===== config.mk =====
export PLATFORM = sky130hd
export DESIGN_NAME = aud_ring_dma
export DESIGN_NICKNAME = d
export VERILOG_FILES = /design/src/rtl/aud_dma_pkg.sv /design/src/rtl/aud_dma_regs.sv /design/src/rtl/aud_dma_walk.sv /design/src/rtl/aud_dma_irq.sv /design/src/rtl/aud_ring_dma.sv
export SDC_FILE = /design/constraint.sdc
export NUM_CORES = 1
export LEC_CHECK = 0
export ABC_AREA = 1
export BUFFER_PORTS_ARGS = -buffer_cell sky130_fd_sc_hd__buf_2
export CORE_MARGIN = 5
export CORE_UTILIZATION = 55
export CTS_CLUSTER_DIAMETER = 150
export DETAILED_ROUTE_END_ITERATION = 10
export HOLD_SLACK_MARGIN = 0.12
export PLACE_DENSITY = 0.81
export SLEW_MARGIN = 20
export SYNTH_ARGS = -nofsm -noshare
export SYNTH_HDL_FRONTEND = slang
export SYNTH_SLANG_ARGS = --single-unit

===== constraint.sdc =====
create_clock -name clk -period 3.7 [get_ports clk]
set_input_delay 0.185 -clock clk [delete_from_list [all_inputs] [get_ports clk]]
set_output_delay 0.185 -clock clk [all_outputs]
set_load 0.05 [all_outputs]

===== src/rtl/aud_dma_pkg.sv =====
package aud_dma_pkg;

    localparam int NSRC     = 2;
    localparam int SRC_REP  = 0;
    localparam int SRC_WRAP = 1;
    localparam int IEN_LSB  = 8;

    typedef enum logic [3:0] {
        RA_CTRL   = 4'd0,
        RA_CTRL1  = 4'd1,
        RA_START  = 4'd2,
        RA_FINISH = 4'd3,
        RA_INIT   = 4'd4,
        RA_PERIOD = 4'd5,
        RA_THRESH = 4'd6,
        RA_STAT1  = 4'd7,
        RA_STAT2  = 4'd8
    } reg_idx_e;

    typedef enum logic [1:0] {
        S2_ADDR  = 2'd0,
        S2_COUNT = 2'd1,
        S2_LEVEL = 2'd2,
        S2_ZERO  = 2'd3
    } s2_sel_e;

    typedef struct packed {
        logic [NSRC-1:0] ien;
        logic            run;
    } ctrl0_t;

    typedef struct packed {
        s2_sel_e         sel;
        logic [NSRC-1:0] clr;
    } ctrl1_t;

    function automatic ctrl0_t unpack_ctrl0(input logic [31:0] w);
        ctrl0_t c;
        c.run = w[0];
        c.ien = w[IEN_LSB +: NSRC];
        return c;
    endfunction

    function automatic ctrl1_t unpack_ctrl1(input logic [31:0] w);
        ctrl1_t c;
        c.clr = w[NSRC-1:0];
        c.sel = s2_sel_e'(w[5:4]);
        return c;
    endfunction

endpackage


===== src/rtl/aud_dma_regs.sv =====
module aud_dma_regs
    import aud_dma_pkg::*;
#(
    parameter int ADDR_W = 32,
    parameter int BOFS   = 3,
    parameter int CNT_W  = 16,
    parameter int LVL_W  = 8,
    localparam int PTR_W = ADDR_W - BOFS
) (
    input  logic             clk,
    input  logic             rst,
    input  logic             wr,
    input  logic [3:0]       addr,
    input  logic [31:0]      wdata,
    output logic [31:0]      rdata,
    input  logic [NSRC-1:0]  status,
    input  logic [PTR_W-1:0] cur_ptr,
    input  logic [CNT_W-1:0] burst_cnt,
    input  logic [LVL_W-1:0] fifo_lvl,
    output ctrl0_t           c0,
    output ctrl1_t           c1,
    output logic [PTR_W-1:0] start_p,
    output logic [PTR_W-1:0] finish_p,
    output logic [PTR_W-1:0] init_p,
    output logic [CNT_W-1:0] period,
    output logic [LVL_W-1:0] thresh,
    output logic             run_rise
);

    reg_idx_e idx;
    assign idx = reg_idx_e'(addr);

    assign run_rise = wr && (idx == RA_CTRL) && wdata[0] && !c0.run;

    always_ff @(posedge clk) begin
        if (rst) begin
            c0       <= '0;
            c1       <= '0;
            start_p  <= '0;
            finish_p <= '0;
            init_p   <= '0;
            period   <= '0;
            thresh   <= '0;
        end else if (wr) begin
            case (idx)
                RA_CTRL:   c0       <= unpack_ctrl0(wdata);
                RA_CTRL1:  c1       <= unpack_ctrl1(wdata);
                RA_START:  start_p  <= wdata[ADDR_W-1:BOFS];
                RA_FINISH: finish_p <= wdata[ADDR_W-1:BOFS];
                RA_INIT:   init_p   <= wdata[ADDR_W-1:BOFS];
                RA_PERIOD: period   <= wdata[CNT_W-1:0];
                RA_THRESH: thresh   <= wdata[LVL_W-1:0];
                default: ;
            endcase
        end
    end

    always_comb begin
        rdata = '0;
        case (idx)
            RA_CTRL: begin
                rdata[0]                = c0.run;
                rdata[IEN_LSB +: NSRC]  = c0.ien;
            end
            RA_CTRL1: begin
                rdata[NSRC-1:0] = c1.clr;
                rdata[5:4]      = 2'(c1.sel);
            end
            RA_START:  rdata[ADDR_W-1:0] = {start_p,  {BOFS{1'b0}}};
            RA_FINISH: rdata[ADDR_W-1:0] = {finish_p, {BOFS{1'b0}}};
            RA_INIT:   rdata[ADDR_W-1:0] = {init_p,   {BOFS{1'b0}}};
            RA_PERIOD: rdata[CNT_W-1:0]  = period;
            RA_THRESH: rdata[LVL_W-1:0]  = thresh;
            RA_STAT1:  rdata[NSRC-1:0]   = status;
            RA_STAT2: begin
                case (c1.sel)
                    S2_ADDR:  rdata[ADDR_W-1:0] = {cur_ptr, {BOFS{1'b0}}};
                    S2_COUNT: rdata[CNT_W-1:0]  = burst_cnt;
                    S2_LEVEL: rdata[LVL_W-1:0]  = fifo_lvl;
                    default:  rdata = '0;
                endcase
            end
            default: rdata = '0;
        endcase
    end

endmodule


===== src/rtl/aud_dma_walk.sv =====
module aud_dma_walk
    import aud_dma_pkg::*;
#(
    parameter int PTR_W = 29,
    parameter int CNT_W = 16,
    parameter int LVL_W = 8
) (
    input  logic             clk,
    input  logic             rst,
    input  logic             run,
    input  logic             run_rise,
    input  logic [PTR_W-1:0] start_p,
    input  logic [PTR_W-1:0] finish_p,
    input  logic [PTR_W-1:0] init_p,
    input  logic [CNT_W-1:0] period,
    input  logic [LVL_W-1:0] thresh,
    input  logic [LVL_W-1:0] fifo_lvl,
    input  logic             req_ack,
    output logic             req_valid,
    output logic [PTR_W-1:0] cur_ptr,
    output logic [CNT_W-1:0] burst_cnt,
    output logic [NSRC-1:0]  set_evt
);

    logic             need_load;
    logic             fire;
    logic             at_end;
    logic             period_hit;
    logic [CNT_W:0]   cnt_inc;

    // threshold register holds bursts minus one: level must exceed it
    assign req_valid  = run && !need_load && (fifo_lvl > thresh);
    assign fire       = req_valid && req_ack;
    assign at_end     = (cur_ptr == finish_p);
    assign cnt_inc    = {1'b0, burst_cnt} + 1'b1;
    assign period_hit = (period != '0) && (cnt_inc == {1'b0, period});

    always_comb begin
        set_evt           = '0;
        set_evt[SRC_REP]  = fire && period_hit;
        set_evt[SRC_WRAP] = fire && at_end;
    end

    always_ff @(posedge clk) begin
        if (rst) begin
            cur_ptr   <= '0;
            burst_cnt <= '0;
            need_load <= 1'b1;
        end else if (run_rise && need_load) begin
            cur_ptr   <= init_p;
            burst_cnt <= '0;
            need_load <= 1'b0;
        end else if (fire) begin
            cur_ptr   <= at_end ? start_p : cur_ptr + 1'b1;
            burst_cnt <= period_hit ? '0 : cnt_inc[CNT_W-1:0];
        end
    end

endmodule


===== src/rtl/aud_dma_irq.sv =====
module aud_dma_irq
    import aud_dma_pkg::*;
(
    input  logic            clk,
    input  logic            rst,
    input  logic [NSRC-1:0] set_evt,
    input  logic [NSRC-1:0] clr,
    input  logic [NSRC-1:0] ien,
    output logic [NSRC-1:0] status,
    output logic            irq
);

    for (genvar i = 0; i < NSRC; i++) begin : g_src
        always_ff @(posedge clk) begin
            if (rst)
                status[i] <= 1'b0;
            else
                status[i] <= set_evt[i] | (status[i] & ~clr[i]);
        end
    end

    assign irq = |(status & ien);

endmodule


===== src/rtl/aud_ring_dma.sv =====
module aud_ring_dma
    import aud_dma_pkg::*;
#(
    parameter int ADDR_W      = 32,
    parameter int BURST_BYTES = 8,
    parameter int CNT_W       = 16,
    parameter int LVL_W       = 8,
    localparam int BOFS       = $clog2(BURST_BYTES),
    localparam int PTR_W      = ADDR_W - BOFS
) (
    input  logic              clk,
    input  logic              rst,
    input  logic              reg_wr,
    input  logic [3:0]        reg_addr,
    input  logic [31:0]       reg_wdata,
    output logic [31:0]       reg_rdata,
    input  logic [LVL_W-1:0]  fifo_lvl,
    output logic              req_valid,
    output logic [ADDR_W-1:0] req_addr,
    input  logic              req_ack,
    output logic              irq
);

    ctrl0_t           c0;
    ctrl1_t           c1;
    logic [PTR_W-1:0] start_p, finish_p, init_p, cur_ptr;
    logic [CNT_W-1:0] period, burst_cnt;
    logic [LVL_W-1:0] thresh;
    logic             run_rise;
    logic [NSRC-1:0]  status, set_evt;
    logic             run_w;
    logic [NSRC-1:0]  clr_w;

    assign run_w = c0.run;
    assign clr_w = c1.clr;

    aud_dma_regs #(
        .ADDR_W(ADDR_W), .BOFS(BOFS), .CNT_W(CNT_W), .LVL_W(LVL_W)
    ) u_regs (
        .clk(clk), .rst(rst), .wr(reg_wr), .addr(reg_addr),
        .wdata(reg_wdata), .rdata(reg_rdata), .status(status),
        .cur_ptr(cur_ptr), .burst_cnt(burst_cnt), .fifo_lvl(fifo_lvl),
        .c0(c0), .c1(c1), .start_p(start_p), .finish_p(finish_p),
        .init_p(init_p), .period(period), .thresh(thresh),
        .run_rise(run_rise)
    );

    aud_dma_walk #(
        .PTR_W(PTR_W), .CNT_W(CNT_W), .LVL_W(LVL_W)
    ) u_walk (
        .clk(clk), .rst(rst), .run(run_w), .run_rise(run_rise),
        .start_p(start_p), .finish_p(finish_p), .init_p(init_p),
        .period(period), .thresh(thresh), .fifo_lvl(fifo_lvl),
        .req_ack(req_ack), .req_valid(req_valid), .cur_ptr(cur_ptr),
        .burst_cnt(burst_cnt), .set_evt(set_evt)
    );

    aud_dma_irq u_irq (
        .clk(clk), .rst(rst), .set_evt(set_evt), .clr(clr_w),
        .ien(c0.ien), .status(status), .irq(irq)
    );

    assign req_addr = {cur_ptr, {BOFS{1'b0}}};

endmodule


# After elaboration in Yosys (flattened, before gate mapping)
# Index checks and enable logic that the tools add are counted.
[op_classes]
n_addsub = 2
n_lt_le_gt_ge = 1
eq_ne = 12
muxes = 15
n_bitwise = 7
reduce_logical = 25
[op_table]
columns = ["op", "count"]
rows = [
  ["$mux W29", 3],
  ["$pmux W16 S4", 1],
  ["$pmux W2 S6", 3],
  ["$mux W16", 2],
  ["$pmux W6 S5", 1],
  ["$add A29 B1 Y29 const B", 1],
  ["$eq A29 B29 Y1", 1],
  ["$pmux W8 S3", 1],
  ["$add A16 B1 Y17 const B", 1],
  ["$eq A17 B16 Y1", 1],
  ["$eq A4 B3 Y1 const B", 4],
  ["$pmux W8 S2", 1],
  ["$reduce_bool A16 Y1", 1],
  ["$pmux W2 S7", 1],
  ["$reduce_and A2 Y1", 7],
  ["$logic_and A1 B1 Y1", 10],
  ["$eq A4 B2 Y1 const B", 2],
  ["$gt A8 B8 Y1", 1],
  ["$pmux W1 S6", 1],
  ["$pmux W1 S5", 1],
  ["$eq A4 B1 Y1 const B", 1],
  ["$eq A4 B4 Y1 const B", 1],
  ["$logic_not A4 Y1", 1],
  ["$reduce_or A2 Y1", 2],
  ["9 further kinds", 13],
]
[totals]
ff_bits = 166
in_bits = 48
output_inout_bits = 66
wordCells = 76

# Logic depth before layout (Yosys ltp)
[logic_depth]
depth_word = 6
ltp_mapped = 16

# Cells and area by module
# A second synthesis with hierarchy kept.
[unflattened]
hier_cells = 1658
area_unflattened_um2 = 10238.6
[modules_own_cells]
columns = ["module", "instances", "cells_each", "area_each_um2"]
rows = [
  ["aud_dma_regs", 1, 877, 5733.0],
  ["aud_dma_walk", 1, 764, 4395.5],
  ["aud_dma_irq", 1, 13, 83.8],
  ["aud_ring_dma", 1, 4, 26.3],
]

# Worst setup path before layout
# Ideal clock, no wire load.
[synth_path]
path_kind = "in2out"
from = "input reg_addr[1]"
to = "output reg_rdata[16]"
arrival_time_ps = 2350
setup_slack_ps = 1165
cell_stages = 8
path_buffers = 1
path_cell_list = "nor2_1 inv_1 nor3_1 inv_1 nor2_1 inv_1 clkbuf_1 o21ai_0"
[synth_via]
elab_chain_len = 2
word_cells_on_any_way = 5
[synth_rtl]
columns = ["item", "line", "text"]
rows = [
  ["start: declaration", "aud_ring_dma.sv:14", "input logic [3:0] reg_addr,"],
  ["$eq A4 B4 Y1, or another cell as far along", "aud_dma_regs.sv:60", "case (idx)"],
  ["$pmux W16 S4 *", "aud_dma_regs.sv:60", ""],
  ["end: declaration", "aud_ring_dma.sv:16", "output logic [31:0] reg_rdata,"],
]
# Mark *: on every way between the ends. The rest lies on a longest branch, timed or not.

# Worst setup path in the final report
[layout_path]
from = "register u_regs.c1[2] (netlist name)"
to = "output reg_rdata[30]"
[layout_via]
elab_chain_len = 3
[layout_rtl]
columns = ["item", "line", "text"]
rows = [
  ["$logic_not A2 Y1", "aud_dma_regs.sv:76", "case (c1.sel)"],
  ["$mux W16", "aud_dma_regs.sv:76", ""],
  ["$pmux W16 S4", "aud_dma_regs.sv:60", ""],
]
# Every way passes these cells.

==> results_dict.tcl <==
set metrics [dict create \
    port_buffers 110 \
    clk_latency_ps 440 \
    slowest_stage "dfxtp_1" \
    slowest_delay_ps 390 \
    stdcell_area_um2 11100 \
    arrival_ps 2800 \
    synth_area_leaders "dfxtp_1 35%, nand2_1 11%, a21oi_1 8.9%, inv_1 8.8%, o21ai_0 8.2%" \
    skew_ps 8.95 \
    drt-pass1-iter-count 6 \
    regArea_um2 3320 \
    cts_tree "done" \
    grt_pass1_wl_um 49200 \
    cts_hold_buf 28 \
    grtUsageTotal 0.304 \
    tightest_slew_ps 1090 \
    synthDistinctLibCells 36 \
    crit_path_cell_trace "nor2_1 > inv_1 > nor2_1 > inv_1 > o21ai_0 > buf_2" \
    synth-seq-cells 166 \
    cts_sinks 166 \
    antenna_cells 0 \
    netlist_instances 1459 \
    synth_top_flop_cell "dfxtp_1" \
    fill_cells 1551 \
    critPathLaunchType "flop" \
    core-area_um2 17100 \
    grt_pass1_vias 9628 \
    root_buffer "clkbuf_16" \
    fin_setup_tns_ps 0 \
    async_flop_share 0 \
    maxSlewViolCount 0 \
    drt-initial-drc-count 1365 \
    multi_input_area_um2 5010 \
    finalCritPeriodShare 0.808 \
    rsz0062_at_grt "no" \
    crit_type "reg2out" \
    synth_edf_count 0 \
    cp_max_fo 16 \
    yosysWarningCount 0 \
    post-route-min-period_ps 2990 \
    cp-end-kind "output port" \
    routabilityCongestion 0.973 \
    wirelength_um 30900 \
    area_growth_pct 16.9 \
    pin_count 114 \
    antenna_found_initial 0 \
    layout.nets 1620 \
    final_layout_size_suffix_gt1_frac 0.114 \
    syn-cell-area_um2 9480 \
    ctsHtreeMaxLevel 4 \
    numCtsBuffers 17 \
    drc 0 \
    leakagePower_uw 0.00451 \
    cts_resized 0 \
    vias 10541 \
    setup_viol 0 \
    die_w_um 141 \
    synth_top_cells_by_count "289 x nand2_1, 221 x inv_1, 169 x a21oi_1" \
    netlist.area_leader.share 0.351 \
    outcome "complete, no violations" \
    min_path_type "in2reg" \
    rows 48 \
    power_per_cell_area_nw_per_um2 381 \
    hpwl_um 21500 \
    grt_overflow 0 \
    relSlewSlack 0.269 \
    die_h_um 141 \
    yosys.area.top_type "dfxtp_1" \
    wl_per_cell_um 17.2 \
    viasPerCell 5.86 \
    hold_viol 0 \
    placed_cell_area_um2 10200 \
    grt_max_degree 72 \
    post_cts_buffers 0 \
    cts_buffer_depth 2 \
    clock.fmax_mhz 335 \
    required_ps 3510 \
    drv_cap 0 \
    clk_transition_reported_paths_ps 70 \
    dieArea_um2 20000 \
    synth_most_common_cell "nand2_1" \
    ir_worst_vdd_uv 345 \
    ant_nets 0 \
    initial_core_util 0.554 \
    syn_area_per_cell_um2 6.50 \
    setup_ws_ps 711 \
    place_ws_ps 1320 \
    yosysSeqAreaShare 0.351 \
]
## power breakdown
group / internal (µW) / total (µW) / switching, µW
Sequential: 1810 / 1830 / 15.4
Combinational: 142 / 459 / 316
Clock: 1170 / 1940 / 767
## final timing paths
path	start	slack [ps]	endpoint	cells past startpoint
setup / recovery	u_regs.c1[2]	710	reg_rdata[30]	6
setup reg to reg	u_walk.cur_ptr[0]	1220	u_walk.cur_ptr[19]	10
hold reg to reg	u_irq.status[1]	470	u_irq.status[1]	2
hold / removal	reg_wdata[7]	140	u_regs.finish_p[4]	3
## worst max-delay path, delay by kind of cell, from the launching register on
kind | cells | cell delay [ps]
AOI/OAI and AO/OA | 1 | 380
DFF | 1 | 390
buffers and inverters | 3 | 970
and+or+nand+nor | 2 | 630
## stage by stage
stage | instances | utilization | power, µW | hold WS [ps]
after floorplan | 1461 | - | 2160 | 329
after CTS | 1800 | 0.647 | 4200 | 129
after detailed placement | 1740 | 0.594 | 2290 | 461
final | 1800 | 0.647 | 4220 | 139
after global routing | 1800 | 0.647 | 4350 | 133
after global placement | 1740 | 0.594 | 2280 | 458
## state kept, by name (all words and copies together), names as in the netlist
register and cells:
u_irq.status 2, u_walk.cur_ptr 29, u_walk.burst_cnt 16, u_walk.need_load 1
u_regs.init_p 29, u_regs.c1 4, u_regs.c0 3, u_regs.start_p 29
u_regs.thresh 8, u_regs.finish_p 29, u_regs.period 16
## cell type report
class | count | area share
multi-input combinational | 995 | 0.453
sequential | 166 | 0.300
timing repair buffer | 156 | 0.0883
inverter | 226 | 0.0766
clock buffer | 21 | 0.0416
tap | 225 | 0.0254
clock inverter | 11 | 0.0156
## cells by family (layout without fill, tap and decap cells)
kind of cell	Yosys count	after routing	synth area share
flip-flops	166	166	0.351
AND/OR/NAND/NOR	538	538	0.243
XOR/XNOR	40	40	0.0399
buffers and inverters	300	414	0.123
adder cells (fa/ha/maj)	10	10	0.0132
other	1	3	0.000396
AO/OA/AOI/OAI	404	404	0.229
## layer usage
| layer | GRT usage | routed length, µm | vias up | share of wire |
|---|---|---|---|---|
| met2 | 0.484 | 13900 | 632 | 0.45 |
| li1 | - | - | 5025 | - |
| met5 | 0 | 0 | - | 0 |
| met3 | 0.0566 | 3350 | 81 | 0.11 |
| met1 | 0.419 | 12900 | 4803 | 0.42 |
| met4 | 0.0964 | 778 | 0 | 0.025 |
## layout by cell type (no fill, tap or decap), types with 3 or more instances in the layout
master and count:
buf_4 17, clkbuf_16 17, dfxtp_1 166, xnor2_1 7, a21oi_1 169, bufinv_16 4, ha_1 10, nand3_1 123
clkinvlp_4 4, nor2_4 4, xor2_1 31, conb_1 3, dlygate4sd3_1 28, buf_2 110, o22ai_1 55, nand4_1 16
o221ai_1 7, nand2_1 288, inv_1 220, nor2_1 75, nor3_1 15, inv_2 4, nand2_2 4, nor2_2 5
o21ai_0 155, o2111ai_1 4, a221oi_1 10
(Power assumes the default switching activity.)
